### src/rtl/srt_pkg.sv
package srt_pkg;
  typedef enum logic [1:0] {
    LP_EMPTY = 2'd0,
    LP_SEED  = 2'd1,
    LP_TRACK = 2'd2
  } loop_st_e;
endpackage

### src/rtl/srt_strobe_sync.sv
module srt_strobe_sync #(
  parameter int STAGES = 2
) (
  input  logic clk_i,
  input  logic rst_ni,
  input  logic lvl_i,
  output logic evt_o
);
  logic [STAGES:0] sh_q;

  always_ff @(posedge clk_i or negedge rst_ni) begin
    if (!rst_ni) sh_q <= '0;
    else         sh_q <= {sh_q[STAGES-1:0], lvl_i};
  end

  // rising edge after the synchroniser
  assign evt_o = sh_q[STAGES-1] & ~sh_q[STAGES];
endmodule

### src/rtl/srt_ratio_avg.sv
module srt_ratio_avg #(
  parameter int ADDR_W = 9,
  parameter int FRAC_W = 20,
  parameter int AVG_SH = 8,
  localparam int W     = ADDR_W + FRAC_W
) (
  input  logic              clk_i,
  input  logic              rst_ni,
  input  logic              seed_i,
  input  logic              trk_i,
  input  logic [ADDR_W-1:0] raw_i,
  output logic [W-1:0]      ratio_o
);
  logic [W-1:0]        tgt;
  logic signed [W:0]   diff;
  logic signed [W:0]   step;

  assign tgt  = {raw_i, {FRAC_W{1'b0}}};
  assign diff = $signed({1'b0, tgt}) - $signed({1'b0, ratio_o});
  assign step = diff >>> AVG_SH;

  always_ff @(posedge clk_i or negedge rst_ni) begin
    if (!rst_ni)     ratio_o <= '0;
    else if (seed_i) ratio_o <= tgt;
    else if (trk_i)  ratio_o <= ratio_o + step[W-1:0];
  end
endmodule

### src/rtl/srt_phase_trk.sv
module srt_phase_trk #(
  parameter int ADDR_W = 9,
  parameter int FRAC_W = 20,
  parameter int P_SH   = 6,
  localparam int W     = ADDR_W + FRAC_W
) (
  input  logic              clk_i,
  input  logic              rst_ni,
  input  logic              seed_i,
  input  logic              trk_i,
  input  logic [ADDR_W-1:0] ramp_i,
  input  logic [W-1:0]      ratio_i,
  output logic [W-1:0]      acc_o,
  output logic [W-1:0]      err_abs_o
);
  logic [W-1:0]        ramp_fx;
  logic [W-1:0]        pred;
  logic [W-1:0]        err;
  logic signed [W-1:0] corr;

  assign ramp_fx   = {ramp_i, {FRAC_W{1'b0}}};
  assign pred      = acc_o + ratio_i;
  assign err       = ramp_fx - pred;
  assign corr      = $signed(err) >>> P_SH;
  assign err_abs_o = err[W-1] ? (~err + W'(1)) : err;

  always_ff @(posedge clk_i or negedge rst_ni) begin
    if (!rst_ni)     acc_o <= '0;
    else if (seed_i) acc_o <= ramp_fx;
    else if (trk_i)  acc_o <= pred + $unsigned(corr);
  end
endmodule

### src/rtl/srt_lock_det.sv
module srt_lock_det #(
  parameter int          W        = 29,
  parameter int          LOCK_N   = 1024,
  parameter int unsigned LOCK_THR = 32'd1572864,
  localparam int CNT_W = $clog2(LOCK_N + 1)
) (
  input  logic         clk_i,
  input  logic         rst_ni,
  input  logic         trk_i,
  input  logic [W-1:0] err_abs_i,
  output logic         lock_o,
  output logic         drop_o
);
  localparam logic [W+1:0] THR  = (W+2)'(LOCK_THR);
  localparam logic [W+1:0] THR4 = THR << 2;

  logic [CNT_W-1:0] cnt_q;
  logic [W+1:0]     mag;

  assign mag    = {2'b00, err_abs_i};
  assign drop_o = trk_i & lock_o & (mag > THR4);

  always_ff @(posedge clk_i or negedge rst_ni) begin
    if (!rst_ni) begin
      cnt_q  <= '0;
      lock_o <= 1'b0;
    end else if (trk_i) begin
      if (drop_o) begin
        cnt_q  <= '0;
        lock_o <= 1'b0;
      end else if (mag < THR) begin
        if (cnt_q != CNT_W'(LOCK_N)) cnt_q <= cnt_q + CNT_W'(1);
        if (cnt_q == CNT_W'(LOCK_N - 1)) lock_o <= 1'b1;
      end else begin
        cnt_q <= '0;
      end
    end
  end
endmodule

### src/rtl/srt_servo_loop.sv
module srt_servo_loop #(
  parameter int          ADDR_W      = 9,
  parameter int          FRAC_W      = 20,
  parameter int          AVG_SH      = 8,
  parameter int          P_SH        = 6,
  parameter int          LOCK_N      = 1024,
  parameter int unsigned LOCK_THR    = 32'd1572864,
  parameter int          SYNC_STAGES = 2
) (
  input  logic                     clk_i,
  input  logic                     rst_ni,
  input  logic                     in_stb_i,
  input  logic                     out_stb_i,
  output logic [ADDR_W-1:0]        wr_addr_o,
  output logic [ADDR_W-1:0]        rd_addr_o,
  output logic [FRAC_W-1:0]        phase_o,
  output logic [ADDR_W+FRAC_W-1:0] ratio_o,
  output logic                     lock_o,
  output logic                     vld_o
);
  import srt_pkg::*;
  localparam int W = ADDR_W + FRAC_W;

  logic [1:0]        lvl, evt;
  logic              in_evt, out_evt;
  logic [ADDR_W-1:0] ramp_q, last_q, raw;
  loop_st_e          st_q;
  logic              seed, trk, drop;
  logic [W-1:0]      acc, err_abs;

  assign lvl = {out_stb_i, in_stb_i};

  for (genvar g = 0; g < 2; g++) begin : g_sync
    srt_strobe_sync #(.STAGES(SYNC_STAGES)) u_sync (
      .clk_i  (clk_i),
      .rst_ni (rst_ni),
      .lvl_i  (lvl[g]),
      .evt_o  (evt[g])
    );
  end

  assign in_evt  = evt[0];
  assign out_evt = evt[1];
  assign raw     = ramp_q - last_q;
  assign seed    = out_evt & (st_q == LP_SEED);
  assign trk     = out_evt & (st_q == LP_TRACK);

  always_ff @(posedge clk_i or negedge rst_ni) begin
    if (!rst_ni) begin
      ramp_q <= '0;
      last_q <= '0;
      st_q   <= LP_EMPTY;
      vld_o  <= 1'b0;
    end else begin
      if (in_evt) ramp_q <= ramp_q + ADDR_W'(1);
      vld_o <= seed | trk;
      if (out_evt) begin
        last_q <= ramp_q;
        unique case (st_q)
          LP_EMPTY: st_q <= LP_SEED;
          LP_SEED:  st_q <= LP_TRACK;
          default:  st_q <= drop ? LP_SEED : LP_TRACK;
        endcase
      end
    end
  end

  srt_ratio_avg #(.ADDR_W(ADDR_W), .FRAC_W(FRAC_W), .AVG_SH(AVG_SH)) u_ratio (
    .clk_i   (clk_i),
    .rst_ni  (rst_ni),
    .seed_i  (seed),
    .trk_i   (trk),
    .raw_i   (raw),
    .ratio_o (ratio_o)
  );

  srt_phase_trk #(.ADDR_W(ADDR_W), .FRAC_W(FRAC_W), .P_SH(P_SH)) u_phase (
    .clk_i     (clk_i),
    .rst_ni    (rst_ni),
    .seed_i    (seed),
    .trk_i     (trk),
    .ramp_i    (ramp_q),
    .ratio_i   (ratio_o),
    .acc_o     (acc),
    .err_abs_o (err_abs)
  );

  srt_lock_det #(.W(W), .LOCK_N(LOCK_N), .LOCK_THR(LOCK_THR)) u_lock (
    .clk_i     (clk_i),
    .rst_ni    (rst_ni),
    .trk_i     (trk),
    .err_abs_i (err_abs),
    .lock_o    (lock_o),
    .drop_o    (drop)
  );

  assign wr_addr_o = ramp_q;
  assign rd_addr_o = acc[W-1:FRAC_W];
  assign phase_o   = acc[FRAC_W-1:0];
endmodule

### config.mk
export PLATFORM = sky130hd
export DESIGN_NAME = srt_servo_loop
export DESIGN_NICKNAME = d
export VERILOG_FILES = /design/src/rtl/srt_pkg.sv /design/src/rtl/srt_strobe_sync.sv /design/src/rtl/srt_ratio_avg.sv /design/src/rtl/srt_phase_trk.sv /design/src/rtl/srt_lock_det.sv /design/src/rtl/srt_servo_loop.sv
export SDC_FILE = /design/constraint.sdc
export NUM_CORES = 1
export LEC_CHECK = 0
export BUFFER_PORTS_ARGS = -buffer_cell sky130_fd_sc_hd__buf_2
export CAP_MARGIN = 10
export CORE_ASPECT_RATIO = 1.1
export CORE_MARGIN = 2
export CORE_UTILIZATION = 55
export CTS_CLUSTER_SIZE = 12
export DETAILED_ROUTE_END_ITERATION = 7
export GPL_ROUTABILITY_DRIVEN = 0
export PLACE_DENSITY_LB_ADDON = 0.25
export SKIP_CTS_REPAIR_TIMING = 1
export SYNTH_ARGS = -nofsm -noshare
export SYNTH_HDL_FRONTEND = slang
export SYNTH_SLANG_ARGS = --single-unit
### constraint.sdc
create_clock -name clk_i -period 7.3 [get_ports clk_i]
set_clock_uncertainty 0.15 [all_clocks]
set_input_delay 0.365 -clock clk_i [delete_from_list [all_inputs] [get_ports clk_i]]
set_output_delay 0.365 -clock clk_i [all_outputs]
set_load 0.01 [all_outputs]
# After elaboration in Yosys (flattened, before gate mapping)
# Cells that the tools add are included.
# classes
shifts	0
eq_ne	5
mul	0
n_bitwise	10
n_div	0
n_addsub	9
magnitude_cmp	2
n_mux	13
reduce_logical	6
# ops
cell	count
29-bit two-way mux	5
29-bit adder	3
11-bit two-way mux	3
29-bit by 29-bit subtractor with 30-bit output	1
29-bit by 1-bit adder with 29-bit output (second input constant)	1
29-bit by 23-bit greater-than comparator with 1-bit output (second input constant)	1
29-bit by 21-bit less-than comparator with 1-bit output (second input constant)	1
29-bit NOT	1
29-bit subtractor	1
11-bit by 1-bit adder with 11-bit output (second input constant)	1
11-bit by 10-bit == test with 1-bit output (second input constant)	1
11-bit != test (second input constant)	1
9-bit by 1-bit adder with 9-bit output (second input constant)	1
9-bit subtractor	1
1-bit bitwise AND	6
2-bit nonzero test	3
2-bit one-hot mux with 2 select lines	1
1-bit two-way mux	3
3-bit != test (second input constant)	1
3-bit AND reduction	1
2-bit by 1-bit == test with 1-bit output (second input constant)	1
2-bit == test (second input constant)	1
2-bit zero test	1
2-bit two-way mux	1
other kinds (3)	4
# word_totals
input_bits	4
out_inout_bits	69
rom_bits	0
word_cells	55
memories	0
register_bits	97
latchBits	0
mem_bits_rw	0

# Logic depth before layout (Yosys ltp)
# depth
ltp_word	9
mapped_depth	27
mapped_depth_nobuf	27

# By module
# From an unflattened synthesis, not the netlist that was laid out.
# hier_totals
cells_unflattened	1459
hier_area_um2	11707.5
# by_module_without_submodules
mod	n_inst	area_each_um2	seq_area_each_um2	cells_each
srt_phase_trk	1	6143.4	725.7	816
srt_ratio_avg	1	3359.5	725.7	413
srt_servo_loop	1	1218.7	525.5	131
srt_lock_det	1	808.3	300.3	91
srt_strobe_sync	2	88.8	75.1	4

# Least setup slack after synthesis
# Ideal clock, no wire load.
# synth_timing
path_type	register to register
start	register u_ratio.ratio_o[0]
end	register u_phase.acc_o[28]
stages_incl_launch_ff	27
required_ns	7.074
t_arrival_ns	6.488
setup_ns	0.076
n_path_buf	0
path_slack_ns	0.585
synth_period_minus_slack_ns	6.715
cell_sequence	dfrtp_1 -> ha_1 -> fa_1 -> a211oi_4 -> o21bai_2 -> xor2_2 -> o2111ai_2 -> or4_4 -> o21a_1 -> nor2_1 -> ha_1 -> or2_2 -> a31oi_1 -> nor2b_1 -> a21boi_0 -> o21ai_0 -> a211oi_1 -> o21bai_1 -> a21oi_1 -> o21ai_0 -> a2111oi_0 -> o31ai_1 -> a31oi_1 -> a21oi_1 -> o21a_1 -> o41a_1 -> o21ai_1
# synth_via
elab_chain_len	5
# synth_lines
element	line_no	source
start, declared	srt_ratio_avg.sv:12	output logic [W-1:0] ratio_o
start signal, assigned	srt_ratio_avg.sv:24	else if (seed_i) ratio_o <= tgt;
start signal, assigned	srt_ratio_avg.sv:25	else if (trk_i) ratio_o <= ratio_o + step[W-1:0];
29-bit adder (*)	srt_phase_trk.sv:22	assign pred = acc_o + ratio_i;
29-bit subtractor	srt_phase_trk.sv:23	assign err = ramp_fx - pred;
29-bit adder (*)	srt_phase_trk.sv:30	else if (trk_i) acc_o <= pred + $unsigned(corr);
29-bit two-way mux (*)	srt_phase_trk.sv:30	
29-bit two-way mux (*)	srt_phase_trk.sv:29	else if (seed_i) acc_o <= ramp_fx;
end signal, assigned	srt_phase_trk.sv:29	
end signal, assigned	srt_phase_trk.sv:30	
end, declared	srt_phase_trk.sv:13	output logic [W-1:0] acc_o,
# Every way passes the cells marked *; elsewhere a longest branch is shown, timed or not. The select of a mux whose other input is x is not followed.
# A chain may end at the register's enable or synchronous reset.

# Final worst setup path
# layout_timing
start	register u_phase.acc_o[0]
end	register u_phase.acc_o[27]
# layout_via
elab_chain_len	5
# layout_lines
element	line_no
29-bit adder (*)	srt_phase_trk.sv:22
29-bit subtractor	srt_phase_trk.sv:23
29-bit adder (*)	srt_phase_trk.sv:30
29-bit two-way mux (*)	srt_phase_trk.sv:30
29-bit two-way mux (*)	srt_phase_trk.sv:29
# Marked as above.

==> summary.txt <==
STA
  • Max Fclk: 145 MHz
  • Period utilization: 94.7%
  • Min cycle time layout: 6.91 ns
  • Final hold slack: 0.205 ns
  • Slew @ Worst Pin: 0.798 ns
  • RSZ-0062 raised after global routing: yes
  • Setup violators final: 0
  • Max-slew violations: 0
  • Final WS setup: 0.389 ns
  • Max-slew headroom: 46.3%
  • Hold Fails Final Rpt: 0

Floorplanning
  • Initial Util: 56.1%
  • Ports: 73
  • Chip width: 139 microns
  • FP Rows: 54
  • Die Span Y: 153 microns
  • Core Box Area: 19,800 sq um
  • Die area: 21,300 sq um

Clock tree
  • CTS clk-pin slew, worst paths: 0.08 ns
  • CTS tree: yes
  • Num CTS Buffers: 9
  • H-tree depth: 3
  • Clock Sinks: 97
  • Root Driver: clkbuf_16
  • Clk Latency, worst-skew pair: 0.38 ns
  • CTS max path bufs: 2

Critical path
  • Slowest stage cell, crit path: fa_1
  • CP required: 7.44 ns
  • CP Capture Type: flop
  • CP top delay family: compound AO/OA/AOI/OAI gates
  • Critical Path Start Type: flop
  • Max incr delay on CP: 0.46 ns
  • Crit path DAT: 7.05 ns
  • Buf/Inv on CP: 1
  • Setup CP Type: reg2reg
  • Max FO, Critical Path: 8

Route
  • Via count: 11,033
  • ANT nets after route: 0
  • WL final: 32,300 microns
  • DRC violations left: 0
  • Drt wl/cell: 18.8 microns
  • Drt pass-1 iters: 7
  • Vias per inst: 6.41
  • Initial drt markers: 862

Synth
  • Post-synth top area share: 21.9%
  • Most frequent cells after synthesis: nand2_1 (117), nor2_1 (113), o21ai_0 (103)
  • Synth async-reset ratio: 100%
  • Top FF cell, synth: dfrtp_1
  • Top cells by area, synth: dfrtp_1 (22%), ha_1 (11%), xnor2_1 (5.7%)
  • Post-Syn Area: 11,100 sq um
  • Post-synthesis sequential area ratio: 21.9%
  • Unique cell type count in the Yosys netlist: 104
  • #FFs+latches synth: 97
  • Most frequent cell after synthesis: nand2_1
  • EDFF count, synth: 0
  • Synth warn: 0
  • Syn Area/Cell: 7.92 sq um
  • Post-Synthesis Cells: 1,402
  • Syn Nets: 1,511
  • Leading area contributor after synthesis: dfrtp_1

Finish
  • Fraction of layout cells with a size suffix above 1: 12.2%
  • Area Growth Syn to Fin: 9.82%
  • Antenna diode instance count: 0
  • Final Core Density: 61.6%
  • # nets final: 1,574

Global route
  • Vias in the first global route: 10,101
  • Largest net degree at the start of global routing: 65
  • Antenna violations before repair: 0
  • GRT overflow: 0
  • Gr usage total: 29.8%
  • First-pass GRT wire length: 52,300 microns

Placed design
  • I/O Buffers: 72
  • Placement Setup Slack: 0.0486 ns
  • HPWL after detailed placement: 24,400 microns

Job
  • Max Cap Viol: 0

Run status
  • Status: finished clean

Worst hold path
  • Worst hold path class: reg2reg
-- flip-flops by register name, summed over array words and instances (netlist names) --
| name | flops |
|---|---|
| g_sync.u_sync.sh_q | 6 |
| wr_addr_o | 9 |
| u_phase.acc_o | 29 |
| vld_o | 1 |
| u_lock.cnt_q | 11 |
| u_ratio.ratio_o | 29 |
| last_q | 9 |
| u_lock.lock_o | 1 |
| st_q | 2 |
-- final timing paths --
| kind | cells past startpoint | end | slack (ns) | startpoint |
|---|---|---|---|---|
| worst min register to register | 0 | g_sync[1].u_sync.sh_q[1]$_DFF_PN0_ | 0.21 | g_sync[1].u_sync.sh_q[0]$_DFF_PN0_ |
| max in group asynchronous | 3 | u_phase.acc_o[20]$_DFFE_PN0P_ | 5.47 | rst_ni |
| worst max register to register | 25 | u_phase.acc_o[27]$_DFFE_PN0P_ | 0.39 | u_phase.acc_o[0]$_DFFE_PN0P_ |
| worst max-delay path | 25 | u_phase.acc_o[27]$_DFFE_PN0P_ | 0.39 | u_phase.acc_o[0]$_DFFE_PN0P_ |
| worst min-delay path | 0 | g_sync[1].u_sync.sh_q[1]$_DFF_PN0_ | 0.21 | g_sync[1].u_sync.sh_q[0]$_DFF_PN0_ |
| min in group asynchronous | 2 | u_lock.cnt_q[2]$_DFFE_PN0P_ | 0.40 | rst_ni |
-- routing by layer --
metal / vias up / GRT usage [%] / wire length, microns
li1: 5317 / - / -
met1: 5281 / 40.7 / 14300
met2: 385 / 48.9 / 15000
met3: 50 / 4.82 / 2190
met4: 0 / 8.42 / 794
met5: - / 0 / 0
-- layout make-up --
type,count,area [sq um]
Clock buffer,9,225
Sequential cell,97,2430
Fill cell,1821,7610
Multi-Input combinational cell,1189,8320
Tap cell,252,315
Inverter,72,270
Timing Repair Buffer,96,551
Clock inverter,7,81.3
-- through the flow --
step | setup TNS [ns] | instances | instance area, sq um
final | 0 | 1722 | 12200
after global routing | -0.191 | 1722 | 12200
after CTS | -0.00575 | 1716 | 12000
after detailed placement | 0 | 1700 | 11700
after global placement | 0 | 1700 | 11700
after floorplan | 0 | 1402 | 11100
-- cell families (layout without fill, tap and decap cells) --
logic type / Yosys count / in the layout / share of synthesized area, %
xor gates and xnor gates: 118 / 118 / 9.89
AOI/OAI and AO/OA: 429 / 429 / 26.4
adders and majority gates: 109 / 109 / 12.5
and+or+nand+nor: 518 / 518 / 23.8
buffers and inverters: 116 / 184 / 4.13
muxes: 15 / 15 / 1.43
DFF: 97 / 97 / 21.9
-- placed cells by master (no fill, tap or decap), drive strengths merged, types with 12 or more instances in the layout --
master,instances
nand2,118
o21ai,118
nor2,115
ha,101
dfrtp,97
buf,93
a21oi,82
nand3,75
inv,75
xnor2,74
nor3,51
xor2,41
o21a,29
a21o,26
nor4,24
or3,23
and2,22
o31ai,20
nand2b,17
o211ai,17
and3,15
o21bai,13
nand4,12
a31oi,12
a211oi,12
Power is left out: the tool's default activity adds up to more than one toggle a clock period on the data nets, which glitch-free logic cannot reach.
